**config.mk**
```make
export PLATFORM = sky130hd
export DESIGN_NAME = hdx_cmd_master
export DESIGN_NICKNAME = d
export VERILOG_FILES = /design/src/rtl/hdx_pkg.sv /design/src/rtl/hdx_tick_gen.sv /design/src/rtl/hdx_tx_shift.sv /design/src/rtl/hdx_rx_shift.sv /design/src/rtl/hdx_frame_ctl.sv /design/src/rtl/hdx_cmd_master.sv
export SDC_FILE = /design/constraint.sdc
export NUM_CORES = 1
export LEC_CHECK = 0
export BUFFER_PORTS_ARGS = -buffer_cell sky130_fd_sc_hd__buf_2
export CAP_MARGIN = 10
export CORE_UTILIZATION = 45
export CTS_BUF_LIST = sky130_fd_sc_hd__clkbuf_4 sky130_fd_sc_hd__clkbuf_8
export DETAILED_ROUTE_END_ITERATION = 10
export GPL_TIMING_DRIVEN = 0
export HOLD_SLACK_MARGIN = 0.15
export PLACE_DENSITY = 0.75
export REMOVE_ABC_BUFFERS = 1
export SLEW_MARGIN = 25
export SYNTH_ARGS = -nofsm -noshare
export SYNTH_HDL_FRONTEND = slang
export SYNTH_SLANG_ARGS = --single-unit
```
**constraint.sdc**
```tcl
create_clock -name clk -period 2.15 [get_ports clk]
set_input_delay 0.215 -clock clk [delete_from_list [all_inputs] [get_ports clk]]
set_output_delay 0.215 -clock clk [all_outputs]
set_load 0.03 [all_outputs]
```
**src/rtl/hdx_pkg.sv**
```systemverilog
package hdx_pkg;
  localparam int CMD_BITS = 8;
  localparam int TURN_CYC = 1;

  typedef enum logic {
    ST_IDLE = 1'b0,
    ST_RUN  = 1'b1
  } hdx_state_e;
endpackage

```
**src/rtl/hdx_tick_gen.sv**
```systemverilog
module hdx_tick_gen #(
  parameter int DIV_W = 8
) (
  input  logic             clk,
  input  logic             rst_n,
  input  logic             load,
  input  logic [DIV_W-1:0] div_in,
  input  logic             run,
  output logic             tick
);
  logic [DIV_W-1:0] div_q, div_d;
  logic [DIV_W-1:0] cnt_q, cnt_d;

  always_comb begin
    div_d = div_q;
    cnt_d = cnt_q;
    tick  = run && (cnt_q == div_q);
    if (load) begin
      div_d = div_in;
      cnt_d = '0;
    end else if (run) begin
      cnt_d = tick ? '0 : cnt_q + DIV_W'(1);
    end
  end

  always_ff @(posedge clk or negedge rst_n) begin
    if (!rst_n) begin
      div_q <= '0;
      cnt_q <= '0;
    end else begin
      div_q <= div_d;
      cnt_q <= cnt_d;
    end
  end
endmodule

```
**src/rtl/hdx_tx_shift.sv**
```systemverilog
module hdx_tx_shift import hdx_pkg::*; (
  input  logic                clk,
  input  logic                rst_n,
  input  logic                load,
  input  logic [CMD_BITS-1:0] cmd_in,
  input  logic                adv,
  output logic                sdo
);
  logic [CMD_BITS-1:0] sh_q, sh_d;
  logic                sdo_q, sdo_d;

  // Zeros enter from the right, so the line drops low once the command is out.
  always_comb begin
    sh_d  = sh_q;
    sdo_d = sdo_q;
    if (load) begin
      sdo_d = cmd_in[CMD_BITS-1];
      sh_d  = {cmd_in[CMD_BITS-2:0], 1'b0};
    end else if (adv) begin
      sdo_d = sh_q[CMD_BITS-1];
      sh_d  = {sh_q[CMD_BITS-2:0], 1'b0};
    end
  end

  always_ff @(posedge clk or negedge rst_n) begin
    if (!rst_n) begin
      sh_q  <= '0;
      sdo_q <= 1'b0;
    end else begin
      sh_q  <= sh_d;
      sdo_q <= sdo_d;
    end
  end

  assign sdo = sdo_q;
endmodule

```
**src/rtl/hdx_rx_shift.sv**
```systemverilog
module hdx_rx_shift #(
  parameter int MAX_RSP = 16
) (
  input  logic               clk,
  input  logic               rst_n,
  input  logic               clear,
  input  logic               cap,
  input  logic               sdi,
  input  logic               fin,
  output logic [MAX_RSP-1:0] rsp_data
);
  logic [MAX_RSP-1:0] sh_q, sh_d;
  logic [MAX_RSP-1:0] out_q, out_d;

  always_comb begin
    sh_d  = sh_q;
    out_d = out_q;
    if (clear)    sh_d = '0;
    else if (cap) sh_d = {sh_q[MAX_RSP-2:0], sdi};
    if (fin)      out_d = sh_q;
  end

  always_ff @(posedge clk or negedge rst_n) begin
    if (!rst_n) begin
      sh_q  <= '0;
      out_q <= '0;
    end else begin
      sh_q  <= sh_d;
      out_q <= out_d;
    end
  end

  assign rsp_data = out_q;
endmodule

```
**src/rtl/hdx_frame_ctl.sv**
```systemverilog
module hdx_frame_ctl import hdx_pkg::*; #(
  parameter int MIN_RSP = 4,
  parameter int MAX_RSP = 16,
  parameter int LEN_W   = 5
) (
  input  logic             clk,
  input  logic             rst_n,
  input  logic             cmd_valid,
  input  logic [LEN_W-1:0] len_in,
  input  logic             tick,
  output logic             cmd_ready,
  output logic             start,
  output logic             run,
  output logic             adv,
  output logic             cap,
  output logic             fin,
  output logic             sck,
  output logic             frame_n,
  output logic             done
);
  localparam int CYC_W = $clog2(CMD_BITS + TURN_CYC + MAX_RSP + 1);
  localparam logic [CYC_W-1:0] FIRST_CAP = CYC_W'(CMD_BITS + TURN_CYC);
  localparam logic [LEN_W-1:0] LEN_LO = LEN_W'(MIN_RSP);
  localparam logic [LEN_W-1:0] LEN_HI = LEN_W'(MAX_RSP);

  hdx_state_e       state_q, state_d;
  logic             ph_q, ph_d;
  logic [CYC_W-1:0] cyc_q, cyc_d;
  logic [LEN_W-1:0] len_q, len_d;
  logic             sck_q, sck_d;
  logic             frm_q, frm_d;
  logic             done_q, done_d;
  logic [LEN_W-1:0] len_eff;
  logic [CYC_W-1:0] last_cyc;
  logic             rise, fall;

  always_comb begin
    len_eff = len_in;
    if (len_in < LEN_LO)      len_eff = LEN_LO;
    else if (len_in > LEN_HI) len_eff = LEN_HI;

    run       = (state_q == ST_RUN);
    cmd_ready = (state_q == ST_IDLE);
    start     = cmd_ready && cmd_valid;
    rise      = run && tick && !ph_q;
    fall      = run && tick && ph_q;
    last_cyc  = FIRST_CAP + CYC_W'(len_q);
    fin       = fall && (cyc_q == last_cyc);
    cap       = rise && (cyc_q >= FIRST_CAP);
    adv       = fall && !fin;

    state_d = state_q;
    ph_d    = ph_q;
    cyc_d   = cyc_q;
    len_d   = len_q;
    sck_d   = sck_q;
    frm_d   = frm_q;
    done_d  = fin;
    if (start) begin
      state_d = ST_RUN;
      ph_d    = 1'b0;
      cyc_d   = '0;
      len_d   = len_eff;
      sck_d   = 1'b0;
      frm_d   = 1'b0;
    end else if (rise) begin
      ph_d  = 1'b1;
      sck_d = 1'b1;
      cyc_d = cyc_q + CYC_W'(1);
    end else if (fall) begin
      ph_d  = 1'b0;
      sck_d = 1'b0;
      if (fin) begin
        state_d = ST_IDLE;
        frm_d   = 1'b1;
      end
    end
  end

  always_ff @(posedge clk or negedge rst_n) begin
    if (!rst_n) begin
      state_q <= ST_IDLE;
      ph_q    <= 1'b0;
      cyc_q   <= '0;
      len_q   <= LEN_LO;
      sck_q   <= 1'b0;
      frm_q   <= 1'b1;
      done_q  <= 1'b0;
    end else begin
      state_q <= state_d;
      ph_q    <= ph_d;
      cyc_q   <= cyc_d;
      len_q   <= len_d;
      sck_q   <= sck_d;
      frm_q   <= frm_d;
      done_q  <= done_d;
    end
  end

  assign sck     = sck_q;
  assign frame_n = frm_q;
  assign done    = done_q;
endmodule

```
**src/rtl/hdx_cmd_master.sv**
```systemverilog
module hdx_cmd_master import hdx_pkg::*; #(
  parameter int MIN_RSP = 4,
  parameter int MAX_RSP = 16,
  parameter int DIV_W   = 8,
  parameter int LEN_W   = $clog2(MAX_RSP + 1)
) (
  input  logic                clk,
  input  logic                rst_n,
  input  logic                cmd_valid,
  output logic                cmd_ready,
  input  logic [CMD_BITS-1:0] cmd_data,
  input  logic [LEN_W-1:0]    rsp_len,
  input  logic [DIV_W-1:0]    div_half,
  output logic                sck,
  output logic                frame_n,
  output logic                sdo,
  input  logic                sdi,
  output logic                rsp_done,
  output logic [MAX_RSP-1:0]  rsp_data
);
  logic start, run, adv, cap, fin, tick;

  hdx_tick_gen #(.DIV_W(DIV_W)) u_tick (
    .clk(clk), .rst_n(rst_n), .load(start), .div_in(div_half),
    .run(run), .tick(tick)
  );

  hdx_frame_ctl #(.MIN_RSP(MIN_RSP), .MAX_RSP(MAX_RSP), .LEN_W(LEN_W)) u_ctl (
    .clk(clk), .rst_n(rst_n), .cmd_valid(cmd_valid), .len_in(rsp_len),
    .tick(tick), .cmd_ready(cmd_ready), .start(start), .run(run),
    .adv(adv), .cap(cap), .fin(fin), .sck(sck), .frame_n(frame_n),
    .done(rsp_done)
  );

  hdx_tx_shift u_tx (
    .clk(clk), .rst_n(rst_n), .load(start), .cmd_in(cmd_data),
    .adv(adv), .sdo(sdo)
  );

  hdx_rx_shift #(.MAX_RSP(MAX_RSP)) u_rx (
    .clk(clk), .rst_n(rst_n), .clear(start), .cap(cap), .sdi(sdi),
    .fin(fin), .rsp_data(rsp_data)
  );
endmodule

```
==> impl_summary.txt, run 1 <==
----------------------------------------------------
[Status]
  Outcome ... finished clean

[Global route]
  Overall routing resource usage ... 19.3%
  GRT Residual Overflow ... 0
  Maximum number of pins on one net before global-route repair ... 54
  Via count of the first global-routing pass ... 2585
  Initial antenna violation count ... 0
  Wire length of the first global-routing pass ... 11500 um

[Clock tree]
  CTS HTree Levels ... 3
  TritonCTS clock tree ... built
  Clk sinks ... 70
  Number of buffers created by CTS ... 9
  Worst-path clk slew ... 0.08 ns
  CTS Root Cell ... clkbuf_8
  Clk buf depth ... 2
  Skew-Pair Late Insertion Delay ... 0.35 ns

[Timing]
  Final-report max-slew violation count ... 0
  Worst clock skew ... 0.00694 ns
  Clock period minus final worst setup slack ... 2.06 ns
  Setup violators final ... 0
  Worst hold slack ... 0.206 ns
  Worst slew margin ... 52.0%
  Final hold viol count ... 0
  Final period util ... 95.9%
  Max Clk Rate ... 485 MHz
  Transition at the pin with the smallest max-transition slack ... 0.717 ns

[Yosys]
  Warnings, synthesis ... 0
  Number of enable flip-flop cells after synthesis ... 0
  Synthesized area ... 3350 um2
  Mean instance size in the synthesized netlist ... 10.6 um2
  Ys async rst share ... 100%
  Post-synth top flop ... dfrtp_1
  Instance count of the mapped netlist ... 317
  Part of the Yosys area used for sequential elements ... 52.3%
  Number of distinct library cells after synthesis ... 44
  Total of flip-flops plus latches after synthesis ... 70

[Place]
  GP Congestion ... 0.816
  Cell count after placement ... 446
  Instance area at placement ... 3660 um2
  Detail Placement HPWL ... 4400 um
  # port buffers ... 45

[Pwr]
  Leak ... 0.00202 uW
  Power density over the cells ... 968 nW/um2
  Maximum vdd ir drop ... 0.571 mV

[Cells and area]
  Count of placed standard cells in the final layout, fillers left out ... 502
  Number of filler cells placed in the layout ... 614
  Final instance area ... 4300 um2
  Ant. Diodes ... 0
  Final core utilization ... 59.5%
  Layout overhead on the synthesized area ... 28.1%
  Ratio of cells with drive above 1 in the final layout ... 28.5%
  Net total in the final layout ... 427

[Setup path]
  Critical path class ... reg -> reg
  Worst endpoint required time ... 2.39 ns
  Internal reg-to-reg setup slack ... 0.09 ns
  Critical path arrival ... 2.30 ns
  Kind of capture point of the worst setup path ... flop
  Max stage delay cell, worst path ... dfrtp_1
  Sum of buffers and inverters on the critical path ... 1
  Highest net fanout along the worst path ... 16
  CP startpoint kind ... flop
  Max incr delay on CP ... 0.45 ns
  Cell family with the largest share of critical-path delay ... simple AND/OR/NAND/NOR gates
  CP cell instances ... xor2_1 > a221oi_4 > and4_4 > nand3_4 > buf_12 > mux2_4

[Route]
  Number of DRC violations after detailed routing ... 0
  Detailed-routing iteration count for the pre-antenna-repair pass ... 4
  Total via count in the routed design ... 2666
  Vias per inst ... 5.31
  WL/cell ... 14.4 um
  DRC violation total after the first TritonRoute iteration ... 174
  Total length of routed wires ... 7230 um
  Remaining number of nets flagged by the antenna check after routing ... 0

[Flow run]
  Total of max-cap violations ... 0

[Hold path]
  Class of the tightest hold or removal check ... in -> reg

[Die]
  Die height ... 88.3 um
  Core Footprint ... 7210 um2
  Die ar. ... 7800 um2
  I/O Pins ... 46
  Die X ... 88.3 um
  Row count ... 31
  Starting Density ... 46.5%

----------------------------------------------------
placed cells by master (no fill, tap or decap), types with 6 or more instances in the layout:
| cell | count |
|---|---|
| inv_1 | 7 |
| xnor2_1 | 7 |
| o21ai_0 | 17 |
| buf_4 | 14 |
| o31ai_1 | 10 |
| nand4_1 | 19 |
| mux2_4 | 10 |
| nor2_1 | 14 |
| mux2i_1 | 8 |
| clkbuf_8 | 9 |
| nand2_1 | 57 |
| dfrtp_1 | 67 |
| buf_2 | 44 |
| nand3_1 | 7 |
| a31oi_1 | 15 |
| dlygate4sd3_1 | 23 |
| mux2_2 | 6 |
| xor2_1 | 8 |
per-layer routing:
metal / up-vias / share of wire, % / global-route usage (%)
li1: 1284 / - / -
met3: 10 / 5.8 / 5.04
met2: 85 / 47 / 32.4
met5: - / 0 / 0
met1: 1287 / 46 / 23.7
met4: 0 / 1.5 / 7.77
through the flow:
step / total power, uW / TNS, ns / worst slack, ns
floorplan: 2600 / -2.25 / -0.143
global placement: 2840 / -14.40 / -0.510
detailed placement: 2900 / -14.35 / -0.533
CTS: 4060 / -1.42 / -0.101
global route: 4400 / -0.0466 / -0.0247
finish: 4160 / 0 / 0.0878
synth_stat cells (2+ instances only):
cell / n / area [um2]
a21oi_1: 5 / 25.0
a31oi_1: 15 / 93.8
and2b_1: 3 / 22.5
and3_1: 3 / 18.8
and3_2: 2 / 15.0
and4_1: 2 / 17.5
buf_1: 2 / 7.51
buf_2: 4 / 20.0
buf_4: 3 / 22.5
buf_6: 2 / 22.5
clkbuf_1: 5 / 18.8
dfrtp_1: 68 / 1700
dfstp_2: 2 / 52.6
ha_1: 4 / 50.1
inv_1: 8 / 30.0
mux2_2: 6 / 67.6
mux2_4: 10 / 150
mux2i_1: 8 / 80.1
nand2_1: 58 / 218
nand3_1: 7 / 35.0
nand4_1: 19 / 119
nor2_1: 14 / 52.6
nor2b_1: 2 / 12.5
nor3_1: 2 / 10.0
o21ai_0: 17 / 85.1
o31ai_1: 10 / 75.1
or3_1: 4 / 25.0
or4_1: 3 / 22.5
xnor2_1: 7 / 61.3
xor2_1: 8 / 70.1
registers in the layout (all words and copies together), names as in the netlist, 5 cells and up:
name           flops
u_tick.cnt_q       8
u_ctl.len_q        5
u_ctl.cyc_q        5
u_rx.rsp_data     16
u_tick.div_q       8
u_tx.sh_q          7
u_rx.sh_q         16
kinds of logic after synthesis:
family	count (synthesis)	synth area share, %
muxes	24	8.88
and+or+nand+nor	128	19.8
adders and majority gates	4	1.49
DFF	70	52.3
AOI/OAI and AO/OA	51	9.55
buffers and inverters	25	4.03
xor gates and xnor gates	15	3.92
path summary, 6_finish.rpt:
| path | cells past startpoint | from | endpoint |
|---|---|---|---|
| setup / recovery | 6 | u_tick.cnt_q[5] | u_rx.rsp_data[7] |
| hold / removal | 3 | cmd_valid | u_ctl.run |
| setup reg to reg | 6 | u_tick.cnt_q[5] | u_rx.rsp_data[7] |
| hold reg to reg | 2 | u_tick.div_q[3] | u_tick.div_q[3] |
| max in group asynchronous | 3 | rst_n | u_ctl.len_q[2] |
| min in group asynchronous | 2 | rst_n | u_rx.rsp_data[12] |
what timing repair did:
item,4_1_cts,5_1_grt
gates cloned,1,1
buffers inserted,6,9
hold buffers,23,0
gates resized for setup,6,6
pin swaps,4,4
setup endpoints to repair,50,29
endpoints found under the hold margin,90,0
worst reg2reg max path: cells and delay by family, from the launching register on:
kind,cells,cell delay (ns)
buffers and inverters,1,0.18
flip-flops,1,0.45
XOR/XNOR,1,0.21
AO/OA/AOI/OAI,1,0.34
AND/OR/NAND/NOR,2,0.47
multiplexers,1,0.30
cell type report:
cell class	instances	area [um2]	area share [%]
Timing Repair Buffer	85	651	15.1
Clock inverter	6	71.3	1.66
Multi-Input combinational cell	223	1520	35.5
Clock buffer	10	131	3.06
Timing Repair inverter	1	5.00	0.117
Inverter	8	33.8	0.786
Sequential cell	70	1760	40.9
Tap cell	99	124	2.88
where the power goes:
group / internal, uW / switching (uW) / total [uW]
registers: 1620 / 355 / 1970
clock network: 556 / 522 / 1080
logic: 481 / 626 / 1110
total: 2650 / 1500 / 4160
(Power assumes the default switching activity.)
==> run 2, diff against run 1 <==
--- a/config.mk
+++ b/config.mk
@@ -10,7 +10,6 @@
 export CORE_UTILIZATION = 45
 export CTS_BUF_LIST = sky130_fd_sc_hd__clkbuf_4 sky130_fd_sc_hd__clkbuf_8
 export DETAILED_ROUTE_END_ITERATION = 10
-export GPL_TIMING_DRIVEN = 0
 export HOLD_SLACK_MARGIN = 0.15
 export PLACE_DENSITY = 0.75
 export REMOVE_ABC_BUFFERS = 1
==> constraint.sdc (replaced) <==
create_clock -name clk -period 2.15 [get_ports clk]
set_input_delay 0.1075 -clock clk [delete_from_list [all_inputs] [get_ports clk]]
set_output_delay 0.1075 -clock clk [all_outputs]
set_load 0.05 [all_outputs]
==> impl_summary.txt, run 2 (synthesized netlist as in run 1, its figures left out) <==
----------------------------------------------------
[Setup path]
  Critical path class ... reg -> reg
  Kind of capture point of the worst setup path ... flop
  Highest net fanout along the worst path ... 16
  CP startpoint kind ... flop
  Critical path arrival ... 2.25 ns
  Worst endpoint required time ... 2.39 ns

[Cells and area]
  Most common library cell in the layout ignoring fill and taps ... dfrtp_1
  Ratio of cells with drive above 1 in the final layout ... 26.7%
  Ant. Diodes ... 0
  FF+latch area ... 1750 um2
  Net total in the final layout ... 432
  Highest-count cells in the layout ignoring fill and taps ... dfrtp_1, nand2_1, buf_2
  Area taken by multi-input logic gates ... 1470 um2
  Final instance area ... 4240 um2
  Number of filler cells placed in the layout ... 634
  Layout overhead on the synthesized area ... 26.3%

[Route]
  Total length of routed wires ... 7220 um
  Total via count in the routed design ... 2688
  Remaining number of nets flagged by the antenna check after routing ... 0
  DRC violation total after the first TritonRoute iteration ... 168
  Top layer in use ... met4
  Total routed wire length on the met1 layer ... 3310 um
  Vias per inst ... 5.30
  Metal3 WL ... 369 um
  Number of DRC violations after detailed routing ... 0
  WL met2 ... 3400 um
  Detailed-routing iteration count for the pre-antenna-repair pass ... 4
  WL/cell ... 14.2 um

[Global route]
  Overall routing resource usage ... 20.2%
  Via count of the first global-routing pass ... 2609
  GRT Residual Overflow ... 0
  Initial antenna violation count ... 0
  Maximum number of pins on one net before global-route repair ... 31
  Wire length of the first global-routing pass ... 12000 um

[Clock tree]
  CTS Root Cell ... clkbuf_8
  Clk sinks ... 70
  Skew-Pair Late Insertion Delay ... 0.36 ns
  TritonCTS clock tree ... built
  Clk buf depth ... 2
  CTS HTree Levels ... 3
  Number of buffers created by CTS ... 9
  Worst-path clk slew ... 0.08 ns

[Pwr]
  Switching Power ... 1470 uW
  Power Internal ... 2660 uW
  Sequential cell fraction of total power ... 45.7%
  Part of the power in the clock network ... 26.1%
  Proportion of total power due to net switching ... 35.6%
  Leak ... 0.00203 uW
  Logic pwr share ... 28.1%
  Maximum vdd ir drop ... 0.484 mV
  Post-layout power ... 4140 uW
  Power density over the cells ... 976 nW/um2

[Flow run]
  Total of max-cap violations ... 0

[Die]
  Starting Density ... 46.5%
  Core Footprint ... 7210 um2
  I/O Pins ... 46
  Die X ... 88.3 um
  Die height ... 88.3 um
  Die ar. ... 7800 um2
  Row count ... 31

[Place]
  GP Congestion ... 0.873
  Detail Placement HPWL ... 4840 um
  # port buffers ... 45
  Worst setup timing slack at the placement stage ... 0.0405 ns
  Instance area at placement ... 3730 um2

[Status]
  Outcome ... finished clean

[Timing]
  Unrepaired setup endpoints after global routing ... false
  Transition at the pin with the smallest max-transition slack ... 0.534 ns
  Setup violators final ... 0
  Final period util ... 93.1%
  Post-Route Setup TNS ... 0 ns
  Worst clock skew ... 0.00748 ns
  Worst Slack Setup Final ... 0.148 ns
  Final-report max-slew violation count ... 0
  Worst slew margin ... 64.4%
  Clock period minus final worst setup slack ... 2.00 ns
  Final hold viol count ... 0
  Max Clk Rate ... 499 MHz

[Hold path]
  Class of the tightest hold or removal check ... in -> async

----------------------------------------------------
run 2: cell types whose count changed in the layout (fill, tap and decap cells not counted), sizes merged:
cell and change:
buf +4, dlygate4sd3 +3, clkinvlp -2, and4 -1
inv +1
run 2: final timing paths:
| check | startpoint | to | slack [ns] | cells past startpoint |
|---|---|---|---|---|
| max | u_ctl.len_q[0] | u_rx.rsp_data[6] | 0.15 | 7 |
| min | rst_n | u_rx.rsp_data[15] | 0.27 | 2 |
| max reg2reg | u_ctl.len_q[0] | u_rx.rsp_data[6] | 0.15 | 7 |
| min reg2reg | u_tick.div_q[5] | u_tick.div_q[5] | 0.49 | 2 |
| max in group asynchronous | rst_n | u_ctl.len_q[2] | 1.12 | 3 |
| min in group clk | div_half[1] | u_tick.div_q[1] | 0.47 | 4 |
run 2: stage by stage:
step                      std cells  util [%]  hold slack (ns)
after floorplan                 300         -           -0.188
after global placement          462      51.7            0.110
after detailed placement        462      51.7            0.116
after CTS                       504      58.2            0.267
after global routing            507      58.7            0.305
final                           507      58.7            0.267
run 2: per-layer routing:
layer | vias to the layer above | GRT usage (%)
li1 | 1303 | -
met1 | 1288 | 25.1
met2 | 85 | 33.3
met3 | 12 | 6.81
met4 | 0 | 6.60
met5 | - | 0
run 2: worst max-delay path, cell delays in order, from the launching register on:
cell	delay (ns)
dfrtp_1	0.42
ha_1	0.24
xnor2_1	0.21
xnor2_1	0.16
and4_1	0.30
nand3_4	0.10
buf_12	0.17
mux2_4	0.30
run 2: cell type report:
cell class,count,area share [%]
Multi-Input combinational cell,222,34.7
Tap cell,99,2.92
Clock inverter,6,1.68
Inverter,8,0.709
Sequential cell,70,41.4
Timing Repair Buffer,92,15.5
Clock buffer,10,3.10
run 2: what timing repair did:
item,CTS,global route
hold buffers,26,0
endpoints found under the setup margin,0,18
endpoints found under the hold margin,53,0
setup buffers,0,3
gates resized for setup,0,1
run 2: power groups by stage:
stage                     Sequential, uW  Clock, uW  Combinational, uW
final                               1890       1080               1160
after detailed placement            1910          0               1120
after global routing                1940       1170               1320
after floorplan                     1960          0                676
after global placement              1890          0               1070
after CTS                           1880       1110               1160
==> run 3, diff against run 2 <==
--- a/config.mk
+++ b/config.mk
@@ -11,7 +11,7 @@
 export CTS_BUF_LIST = sky130_fd_sc_hd__clkbuf_4 sky130_fd_sc_hd__clkbuf_8
 export DETAILED_ROUTE_END_ITERATION = 10
 export HOLD_SLACK_MARGIN = 0.15
-export PLACE_DENSITY = 0.75
+export PLACE_DENSITY = 0.73
 export REMOVE_ABC_BUFFERS = 1
 export SLEW_MARGIN = 25
 export SYNTH_ARGS = -nofsm -noshare
==> constraint.sdc (replaced) <==
create_clock -name clk -period 1.9 [get_ports clk]
set_input_delay 0.095 -clock clk [delete_from_list [all_inputs] [get_ports clk]]
set_output_delay 0.095 -clock clk [all_outputs]
set_load 0.05 [all_outputs]
==> impl_summary.txt, run 3 (synthesized netlist as in run 1, its figures left out) <==
----------------------------------------------------
[Cells and area]
  Net total in the final layout ... 450
  Final core utilization ... 62.6%
  Ant. Diodes ... 0
  Most common library cell in the layout ignoring fill and taps ... dfrtp_1
  Layout overhead on the synthesized area ... 34.6%
  Ratio of cells with drive above 1 in the final layout ... 32.7%
  Highest-count cells in the layout ignoring fill and taps ... dfrtp_1, nand2_1, buf_2
  Count of placed standard cells in the final layout, fillers left out ... 524

[Global route]
  Wire length of the first global-routing pass ... 12000 um
  Initial antenna violation count ... 0
  Maximum number of pins on one net before global-route repair ... 71
  Via count of the first global-routing pass ... 2670
  GRT Residual Overflow ... 0
  Overall routing resource usage ... 20.3%

[Timing]
  Worst clock skew ... 0.0109 ns
  Worst Slack Setup Final ... -0.0101 ns
  Clock period minus final worst setup slack ... 1.91 ns
  Final-report max-slew violation count ... 0
  Unrepaired setup endpoints after global routing ... true
  Setup violators final ... 4
  Transition at the pin with the smallest max-transition slack ... 0.369 ns
  Max Clk Rate ... 524 MHz
  Worst slew margin ... 75.4%
  Final hold viol count ... 0
  Final period util ... 101%

[Place]
  Cell count after placement ... 470
  Detail Placement HPWL ... 4730 um
  # port buffers ... 45
  Worst setup timing slack at the placement stage ... -0.0459 ns
  GP Congestion ... 0.862

[Route]
  Vias per inst ... 5.26
  WL/cell ... 14.4 um
  Remaining number of nets flagged by the antenna check after routing ... 0
  Total via count in the routed design ... 2754
  Detailed-routing iteration count for the pre-antenna-repair pass ... 4
  Total length of routed wires ... 7570 um
  DRC violation total after the first TritonRoute iteration ... 133
  Number of DRC violations after detailed routing ... 0

[Die]
  Die X ... 88.3 um
  Starting Density ... 46.5%
  Core Footprint ... 7210 um2
  I/O Pins ... 46
  Row count ... 31
  Die ar. ... 7800 um2
  Die height ... 88.3 um

[Clock tree]
  TritonCTS clock tree ... built
  Clk sinks ... 70
  CTS Root Cell ... clkbuf_8
  CTS HTree Levels ... 3
  Number of buffers created by CTS ... 9
  Worst-path clk slew ... 0.07 ns
  Clk buf depth ... 2
  Skew-Pair Late Insertion Delay ... 0.35 ns

[Setup path]
  Max stage delay cell, worst path ... dfrtp_1
  CP cell instances ... ha_4 > xor2_2 > nor2_2 > and4_4 > nand3_4 > clkbuf_16 > mux2_4
  Critical path class ... reg -> reg
  Critical path arrival ... 2.15 ns
  Max incr delay on CP ... 0.42 ns
  CP startpoint kind ... flop
  Highest net fanout along the worst path ... 8
  Worst endpoint required time ... 2.14 ns
  Kind of capture point of the worst setup path ... flop

[Status]
  Failing checks ... setup timing
  Outcome ... complete, but fails checks

[Pwr]
  Leak ... 0.00215 uW
  Maximum vdd ir drop ... 0.671 mV
  Power density over the cells ... 1140 nW/um2

[Flow run]
  Total of max-cap violations ... 0

[Hold path]
  Class of the tightest hold or removal check ... in -> async

----------------------------------------------------
## run 3: cell count changes in the layout (fill, tap and decap cells not counted), sizes merged
| cell | previous run | this run |
|---|---|---|
| clkinv | 2 | 1 |
| inv | 9 | 8 |
| buf | 66 | 83 |
| clkbuf | 10 | 11 |
| bufinv | 1 | 2 |
## run 3: layout make-up
cell class,instances,area (um2)
fillers,586,2700
flip-flops and latches,70,1760
multi-input cells,222,1540
repair buffers,110,841
clock buffers,10,138
well taps,99,124
clock inverters,5,83.8
inverters,8,30.0
## run 3: metrics by stage
step           setup TNS [ns]  hold WS [ns]  cell area [um2]  total power, uW
2_1_floorplan          -12.44        -0.201             3250             2980
3_3_place_gp                0         0.148             3830             3430
3_5_place_dp           -0.493         0.153             3830             3480
4_1_cts               -0.0365         0.314             4340             4920
5_1_grt                -0.947         0.356             4510             5450
6_report              -0.0229         0.294             4510             5140
## run 3: path summary, 6_finish.rpt
path	start	endpoint	slack, ns	cells past startpoint
min	rst_n	u_rx.rsp_data[11]	0.29	3
max	u_ctl.len_q[1]	u_rx.rsp_data[6]	-0.01	7
max in group asynchronous	rst_n	u_ctl.len_q[2]	1.26	3
min reg2reg	u_tick.div_q[5]	u_tick.div_q[5]	0.49	2
max reg2reg	u_ctl.len_q[1]	u_rx.rsp_data[6]	-0.01	7
min in group clk	div_half[5]	u_tick.div_q[5]	0.47	4
## run 3: metal layers
layer  up-vias  global-route usage [%]  routed length (um)
li1       1337                       -                   -
met1      1309                    25.1                3320
met2        94                    34.2                3760
met3        14                    5.69                 372
met4         0                    7.18                 115
met5         -                       0                   0
## run 3: timing repair
action,CTS,global route
gates resized for setup,5,15
endpoints found under the hold margin,100,0
hold buffers,26,0
pin swaps,4,12
setup buffers,2,10
endpoints found under the setup margin,23,47
gates cloned,0,1
## run 3: power by group
group	leakage, uW	switching (uW)	internal, uW
combinational	0.00117	930	790
sequential	0.000873	266	1830
clock	0.000105	552	769
total	0.00215	1750	3390
## run 3: critical path, delay by kind of cell, from the launching register on
kind,cells,cell delay (ns)
XOR/XNOR,1,0.15
adder cells (fa/ha/maj),1,0.27
buffers and inverters,1,0.19
flip-flops,1,0.42
multiplexers,1,0.29
AND/OR/NAND/NOR,3,0.50
